File: config.mk
export PLATFORM = sky130hd
export DESIGN_NAME = pred_guard_unit
export DESIGN_NICKNAME = d
export VERILOG_FILES = /design/src/rtl/pred_pkg.sv /design/src/rtl/pred_cmp.sv /design/src/rtl/pred_file.sv /design/src/rtl/pred_guard_port.sv /design/src/rtl/pred_guard_unit.sv
export SDC_FILE = /design/constraint.sdc
export NUM_CORES = 1
export LEC_CHECK = 0
export ABC_AREA = 1
export BUFFER_PORTS_ARGS = -buffer_cell sky130_fd_sc_hd__buf_2
export CORE_MARGIN = 2
export CORE_UTILIZATION = 40
export CTS_CLUSTER_SIZE = 30
export DETAILED_ROUTE_END_ITERATION = 10
export PLACE_DENSITY_LB_ADDON = 0.12
export RECOVER_POWER = 50
export SYNTH_ARGS = -nofsm -noshare
export SYNTH_HDL_FRONTEND = slang
export SYNTH_SLANG_ARGS = --single-unit
File: constraint.sdc
create_clock -name clk -period 7.9 [get_ports clk]
set_input_delay 1.975 -clock clk [delete_from_list [all_inputs] [get_ports clk]]
set_output_delay 1.975 -clock clk [all_outputs]
set_load 0.01 [all_outputs]
File: src/rtl/pred_pkg.sv
package pred_pkg;
   typedef enum logic [1:0] {
      CMP_EQZ = 2'd0,
      CMP_NEZ = 2'd1,
      CMP_LTZ = 2'd2,
      CMP_GEZ = 2'd3
   } cmp_mode_e;
endpackage

File: src/rtl/pred_cmp.sv
module pred_cmp #(
   parameter int DW = 32
) (
   input  logic [1:0]    mode,
   input  logic [DW-1:0] src,
   output logic          outcome
);
   import pred_pkg::*;
   logic is_zero, is_neg;

   initial begin
      if (DW < 2) $error("pred_cmp: DW must be at least 2");
   end

   assign is_zero = (src == '0);
   assign is_neg  = src[DW-1];

   always_comb begin
      unique case (cmp_mode_e'(mode))
         CMP_EQZ: outcome = is_zero;
         CMP_NEZ: outcome = !is_zero;
         CMP_LTZ: outcome = is_neg;
         CMP_GEZ: outcome = !is_neg;
         default: outcome = 1'b0;
      endcase
   end
endmodule

File: src/rtl/pred_file.sv
module pred_file #(
   parameter int NP = 64,
   localparam int IW = $clog2(NP)
) (
   input  logic          clk,
   input  logic          rst_n,
   input  logic          we_a,
   input  logic [IW-1:0] idx_a,
   input  logic          val_a,
   input  logic          we_b,
   input  logic [IW-1:0] idx_b,
   input  logic          val_b,
   output logic [NP-1:0] bits_q
);
   assign bits_q[0] = 1'b1;

   genvar i;
   generate
      for (i = 1; i < NP; i++) begin : g_ent
         always_ff @(posedge clk or negedge rst_n) begin
            if (!rst_n)
               bits_q[i] <= 1'b0;
            else if (we_a && idx_a == IW'(i))
               bits_q[i] <= val_a;
            else if (we_b && idx_b == IW'(i))
               bits_q[i] <= val_b;
         end
      end
   endgenerate

   AST_ENTRY0_SET: assert property (@(posedge clk) disable iff (!rst_n)
      bits_q[0] == 1'b1);
   AST_A_WRITTEN: assert property (@(posedge clk) disable iff (!rst_n)
      (we_a && idx_a != '0) |=> bits_q[$past(idx_a)] == $past(val_a));
   AST_B_WRITTEN: assert property (@(posedge clk) disable iff (!rst_n)
      (we_b && idx_b != '0 && !(we_a && idx_a == idx_b))
      |=> bits_q[$past(idx_b)] == $past(val_b));
endmodule

File: src/rtl/pred_guard_port.sv
module pred_guard_port #(
   parameter int NP  = 64,
   parameter bit FWD = 1'b1,
   localparam int IW = $clog2(NP)
) (
   input  logic [NP-1:0] bits_q,
   input  logic          req,
   input  logic [IW-1:0] idx,
   input  logic          wa,
   input  logic [IW-1:0] wa_idx,
   input  logic          wa_val,
   input  logic          wb,
   input  logic [IW-1:0] wb_idx,
   input  logic          wb_val,
   output logic          commit
);
   logic bit_sel;

   generate
      if (FWD) begin : g_fwd
         always_comb begin
            if (wa && idx == wa_idx && idx != '0)
               bit_sel = wa_val;
            else if (wb && idx == wb_idx && idx != '0)
               bit_sel = wb_val;
            else
               bit_sel = bits_q[idx];
         end
      end else begin : g_nofwd
         logic unused_ok;
         assign unused_ok = wa ^ wb ^ wa_val ^ wb_val ^ (^wa_idx) ^ (^wb_idx);
         assign bit_sel = bits_q[idx];
      end
   endgenerate

   assign commit = req && bit_sel;

   always_comb begin
      AST_IDLE_NO_COMMIT: assert (req || !commit);
      if (req && idx == '0)
         AST_ENTRY0_COMMITS: assert (commit);
   end
endmodule

File: src/rtl/pred_guard_unit.sv
module pred_guard_unit #(
   parameter int NP  = 64,
   parameter int DW  = 32,
   parameter int NRD = 2,
   parameter bit FWD = 1'b1,
   localparam int IW = $clog2(NP)
) (
   input  logic              clk,
   input  logic              rst_n,
   input  logic              cmp_valid,
   input  logic [1:0]        cmp_op,
   input  logic [DW-1:0]     cmp_src,
   input  logic [IW-1:0]     cmp_dst_t,
   input  logic [IW-1:0]     cmp_dst_f,
   output logic              cmp_illegal,
   input  logic [NRD-1:0]    gd_valid,
   input  logic [NRD*IW-1:0] gd_idx,
   output logic [NRD-1:0]    gd_commit
);
   logic          outcome;
   logic          wr_ok, we_t, we_f;
   logic [NP-1:0] bits_q;

   initial begin
      if (NP < 2 || (1 << IW) != NP) $error("pred_guard_unit: NP must be a power of two >= 2");
      if (NRD < 1) $error("pred_guard_unit: NRD must be >= 1");
   end

   pred_cmp #(.DW(DW)) u_cmp (
      .mode(cmp_op), .src(cmp_src), .outcome(outcome)
   );

   assign cmp_illegal = cmp_valid && (cmp_dst_t == cmp_dst_f);
   assign wr_ok = cmp_valid && !cmp_illegal;
   assign we_t  = wr_ok && cmp_dst_t != '0;
   assign we_f  = wr_ok && cmp_dst_f != '0;

   pred_file #(.NP(NP)) u_file (
      .clk(clk), .rst_n(rst_n),
      .we_a(we_t), .idx_a(cmp_dst_t), .val_a(outcome),
      .we_b(we_f), .idx_b(cmp_dst_f), .val_b(!outcome),
      .bits_q(bits_q)
   );

   genvar p;
   generate
      for (p = 0; p < NRD; p++) begin : g_port
         pred_guard_port #(.NP(NP), .FWD(FWD)) u_port (
            .bits_q(bits_q), .req(gd_valid[p]), .idx(gd_idx[p*IW +: IW]),
            .wa(we_t), .wa_idx(cmp_dst_t), .wa_val(outcome),
            .wb(we_f), .wb_idx(cmp_dst_f), .wb_val(!outcome),
            .commit(gd_commit[p])
         );
      end
   endgenerate

   AST_ILLEGAL_HOLDS: assert property (@(posedge clk) disable iff (!rst_n)
      cmp_illegal |=> bits_q == $past(bits_q));
   AST_IDLE_HOLDS: assert property (@(posedge clk) disable iff (!rst_n)
      !cmp_valid |=> bits_q == $past(bits_q));
   AST_PAIR_OPPOSITE: assert property (@(posedge clk) disable iff (!rst_n)
      (wr_ok && cmp_dst_t != '0 && cmp_dst_f != '0)
      |=> bits_q[$past(cmp_dst_t)] != bits_q[$past(cmp_dst_f)]);
endmodule

==> results of run 1 <==
cells in the mapped netlist (all sizes together):
master  number
nor3         8
a31o         1
o211ai       5
nand3      178
xor2         6
buf         42
nand4       13
o21bai       8
dfrtp       63
clkinv       1
nor2       137
xnor2       12
nand2      344
inv        132
a21oi       23
clkbuf      15
o21ai       89
metrics by stage:
stage          area (µm²)  setup slack (ns)  power, mW  std cells  utilization [%]
2_1_floorplan        6180              2.61      0.750       1077                -
3_3_place_gp         6510              1.97      0.902       1281             43.0
3_5_place_dp         6510              1.98      0.900       1281             43.0
4_1_cts              6820              1.97       1.34       1297             45.1
5_1_grt              6810              1.74       1.42       1297             45.0
6_report             6810              1.94       1.34       1297             45.0
layer usage:
layer / GRT usage (%) / part of all wire, %
met1: 40.7 / 43
met2: 45.4 / 43
met3: 5.61 / 8.6
met4: 16.2 / 4.8
met5: 0 / 0
cell type report:
type / count / area, µm²
clock inverter: 7 / 87.6
fill: 1733 / 8330
inverter: 133 / 504
multi-input combinational: 824 / 3800
timing repair buffer: 73 / 382
clock buffer: 9 / 225
sequential: 63 / 1580
tap: 188 / 235
power breakdown:
group	total (mW)	switching, mW	internal (mW)	leakage [nW]
combinational	0.432	0.289	0.142	2.41
clock	0.441	0.167	0.274	0.155
sequential	0.470	0.0617	0.408	0.720
kinds of logic (layout without fill, tap and decap cells):
kind of cell / after synthesis / in the layout
AND/OR/NAND/NOR: 680 / 680
buffers and inverters: 190 / 222
AO/OA/AOI/OAI: 126 / 126
flip-flops: 63 / 63
XOR/XNOR: 18 / 18
tightest hold or removal path, cell delays in order (launching register included):
cell and delay, ns:
dfrtp_1 0.34, nand3_1 0.07, nand2_1 0.06
worst paths after layout:
path | end | slack (ns) | start | cells after the start
max | gd_commit[0] | 1.94 | gd_idx[0] | 13
min | u_file.bits_q[4] | 0.51 | u_file.bits_q[4] | 2
max reg2reg | u_file.bits_q[30] | 6.91 | u_file.bits_q[30] | 3
min reg2reg | u_file.bits_q[4] | 0.51 | u_file.bits_q[4] | 2
max in group asynchronous | u_file.bits_q[50] | 2.67 | rst_n | 2
min in group asynchronous | u_file.bits_q[29] | 3.01 | rst_n | 2
==> impl_metrics.toml, run 1 <==
[worst_setup_path]
cp.required_ns = 5.93
path_buf_inv = 3
cp_data_arrival_time_ns = 3.98
critical_path.max_fanout = 26
endpoint_kind = "primary output"
critPathMaxStageDelay_ns = 0.58
cpLargestDelayFamily = "simple AND/OR/NAND/NOR gates"
crit_top_cell = "nand2_1"
cpMaxStageDelayCell = "nor2_1"
worst_setup_path_start_kind = "input port"
path_cells = "buf_2 > inv_1 > nor2_1 > nand2_1 > nand3_1 > nand3_1 > nand2_1 > nand2_1 > nand2_1 > nand2_1 > nand3_1 > a21oi_1 > buf_2"
worstSetupPathType = "input port to primary output"

[logic_synthesis]
synth_top_family_by_area = "simple AND/OR/NAND/NOR gates"
ys_warn_count = 0
synth_compound_area_share_pct = 10.8
netlist_top_cells_area = "dfrtp_1 25%, nand2_1 21%, nand3_1 14%"
ys_seq_area_share_pct = 25.5
synthDominantCellAreaShare_pct = 25.5
avgSynthCellArea_um2 = 5.74
syn_area_mm2 = 0.00618
synth-simple-area-share_pct = 48.1
synth-seq-cells = 63
synth_nets = 1140
synthMuxAreaShare_pct = 0
synthCells = 1077
synth_fa_ha_area_share_pct = 0
synthXorXnorAreaFrac_pct = 2.55
ys_types = 33
netlist.top_cell.by_area = "dfrtp_1"

[pwr]
ir_worst_vdd_v = 0.000101
p_leak_nw = 3.29
cellPowerDensity_mw_per_mm2 = 197

[clock_network]
ctsHtreeMaxLevel = 3
cts_sinks = 63
post_cts_resized = 0
insertion_delay_ns = 0.35
cts_buffers = 9
clk_pin_slew_ns = 0.06
cts_root_buf = "clkbuf_16"
clk_path_buf_depth = 2
cts.hold.buffers_added = 0
post-cts-setup-buffer-count = 0
cts_tree = "yes"

[place]
io_buffer_count = 65
routabilityCongestion = 1.03
dp_hpwl_um = 17200

[layout]
final_common_cell = "nand2_1"
largest_reg_flops = 63
areaGrowthSynthToFinish_pct = 10.2
antenna_cells = 0
regMostFlops = "u_file.bits_q"
mostFrequentLayoutCells = "341 x nand2_1, 175 x nand3_1, 126 x inv_1"
nets = 1167
drive_gt1_share_pct = 10.6
reg_top3 = "u_file.bits_q: 63 flops"

[worst_hold_path]
hp-class = "flip-flop to flip-flop"

[global_routing]
antenna_found_initial = 0
grt_use_total_pct = 30.0
overflow = 0
grt_max_degree = 64
grt_pass1_wl_um = 36900
grt_pass1_vias = 6338

[floorplanning]
design.core.area_mm2 = 0.0151
die_h_um = 128
ios = 66
die_x_um = 128
fp-row-count = 45
start_util_pct = 40.8
dieArea_mm2 = 0.0165

[timing]
fin_crit_ns = 5.96
tns_ns = 0
whs_ns = 0.509
finalSetupViolCount = 0
rsz0062_at_grt = "no"
maxSlewViolCount = 64
worst_slew_pin_slew_ns = 3.82
finClkSkew_ns = 0
clock.fmax_mhz = 168
hold_viol = 0
max_slew_margin_pct = -154
fin_crit_sh_pct = 75.4

[route]
drc = 0
wl_per_cell_um = 18.6
drt-initial-drc-count = 585
drt_wl_total_um = 24100
first_pass_iters = 5
via_count = 7082
antenna_left = 0
vias_per_cell = 5.46

[outcome]
violations = "max-capacitance violations, max-slew violations"
status = "finished, violations left"

[flow_run]
maxCapViolCount = 1
No activity file was read; power rests on OpenSTA's default activity.
==> run 2, diff against run 1 <==
==> constraint.sdc (replaced) <==
create_clock -name clk -period 5.6 [get_ports clk]
set_input_delay 1.4 -clock clk [delete_from_list [all_inputs] [get_ports clk]]
set_output_delay 1.4 -clock clk [all_outputs]
set_load 0.01 [all_outputs]
==> run 2 against run 1 <==
Sequential cell count unchanged. Sequential share of layout area about the same. Clock power up 34%. Combinational power up 41%. Global-route usage about the same. First-iteration DRC count up 27%. Critical path type unchanged. Highest routed layer unchanged. The run still ends with max-capacitance violations, max-slew violations left.
==> impl_metrics.toml, run 2 (same netlist as run 1, synthesis figures left out) <==
[timing]
tns_ns = 0
maxSlewViolCount = 121
rsz0062_at_grt = "no"
whs_ns = 0.507
finClkSkew_ns = 0
max_slew_margin_pct = -73.9
fin_crit_ns = 4.90
finalSetupViolCount = 0
clock.fmax_mhz = 204
worst_slew_pin_slew_ns = 2.61
hold_viol = 0
fin_crit_sh_pct = 87.5

[worst_setup_path]
crit_top_cell = "nand2_1"
worstSetupPathType = "input port to primary output"
path_cells = "buf_2 > inv_1 > nor2_1 > nand2_1 > nand3_1 > nand2_1 > nand2_1 > inv_1 > nand2_1 > nand2_1 > nand2_1 > nor2_1 > nand2_1 > a21oi_1 > buf_2"
endpoint_kind = "primary output"
critical_path.max_fanout = 27
rrSetupSlack_ns = 4.66
worst_r2r_path_depth = 3
r2r_start = "u_file.bits_q[30]"
cp.depth = 15
path_buf_inv = 4
critPathMaxStageDelay_ns = 0.49
cp.required_ns = 4.20
startpoint = "gd_idx[6]"
worst_setup_path_start_kind = "input port"
crit-reg2reg-capture = "u_file.bits_q[30]"
cpLargestDelayFamily = "simple AND/OR/NAND/NOR gates"
cpMaxStageDelayCell = "nor2_1"
cp_data_arrival_time_ns = 3.50

[clock_network]
post_cts_resized = 0
insertion_delay_ns = 0.35
cts_buffers = 9
clk_pin_slew_ns = 0.06
ctsHtreeMaxLevel = 3
cts_root_buf = "clkbuf_16"
cts_tree = "yes"
cts.hold.buffers_added = 0
post-cts-setup-buffer-count = 0
clk_path_buf_depth = 2
cts_sinks = 63

[place]
routabilityCongestion = 1.00
io_buffer_count = 65
placedCellCount = 1284
placed_cell_area_mm2 = 0.00653
dp_hpwl_um = 17300

[floorplanning]
die_h_um = 128
dieArea_mm2 = 0.0165
die_x_um = 128
start_util_pct = 40.8
fp-row-count = 45
design.core.area_mm2 = 0.0151
ios = 66

[route]
drc = 0
vias_per_cell = 5.45
wl_per_cell_um = 18.5
drt_wl_total_um = 24000
via_count = 7088
drt-initial-drc-count = 741
antenna_left = 0
first_pass_iters = 6

[global_routing]
overflow = 0
antenna_found_initial = 0
grt_max_degree = 55
grt_use_total_pct = 30.0
grt_pass1_wl_um = 37300
grt_pass1_vias = 6348

[layout]
regMostFlops = "u_file.bits_q"
final_common_cell = "nand2_1"
fin_util_pct = 45.0
nets = 1170
instances_no_fill = 1300
largest_reg_flops = 63
fin_area_mm2 = 0.00682
mostFrequentLayoutCells = "340 x nand2_1, 175 x nand3_1, 126 x inv_1"
areaGrowthSynthToFinish_pct = 10.2
reg_top3 = "u_file.bits_q: 63 flops"
drive_gt1_share_pct = 10.8
n_fill_cell = 1675
antenna_cells = 0

[pwr]
cellPowerDensity_mw_per_mm2 = 274
p_leak_nw = 3.28
ir_worst_vdd_v = 0.000174

[worst_hold_path]
hp-class = "flip-flop to flip-flop"
hp-start = "u_file.bits_q[4]"
hold_end = "u_file.bits_q[4]"
hold_path_depth = 2

[outcome]
status = "finished, violations left"
violations = "max-capacitance violations, max-slew violations"

[flow_run]
maxCapViolCount = 3
==> run 2: stage by stage <==
stage	setup WS, ns	power (mW)
after floorplan	1.46	1.06
after global placement	0.818	1.28
after detailed placement	0.775	1.27
after CTS	0.761	1.87
after global routing	0.440	1.98
final	0.702	1.87
==> run 2: per-layer routing <==
layer | global-route usage (%) | share of wire, %
met1 | 42.8 | 45
met2 | 44.9 | 43
met3 | 4.66 | 8.6
met4 | 13.4 | 3.7
met5 | 0 | 0
==> run 2: layout make-up <==
class / instances / area, µm² / area share, %
multi-input combinational: 824 / 3800 / 55.8
tap: 188 / 235 / 3.45
clock inverter: 6 / 60.1 / 0.881
timing repair buffer: 76 / 399 / 5.85
inverter: 133 / 504 / 7.40
clock buffer: 10 / 239 / 3.51
sequential: 63 / 1580 / 23.1
==> run 2: worst max-delay path by stage <==
stage / endpoint / slack, ns
after global routing: gd_commit[1] / 0.44
final: gd_commit[1] / 0.70
after CTS: gd_commit[1] / 0.76
after global placement: gd_commit[1] / 0.82
after floorplan: gd_commit[0] / 1.46
after detailed placement: gd_commit[1] / 0.77
==> run 2: tightest hold or removal path, cell delays in order, from the launching register on <==
cell     delay (ns)
dfrtp_1        0.34
nand3_1        0.07
nand2_1        0.06
==> run 2: power breakdown <==
group	internal, mW	total, mW	switching, mW
sequential	0.576	0.668	0.0917
clock	0.354	0.593	0.238
combinational	0.202	0.610	0.408
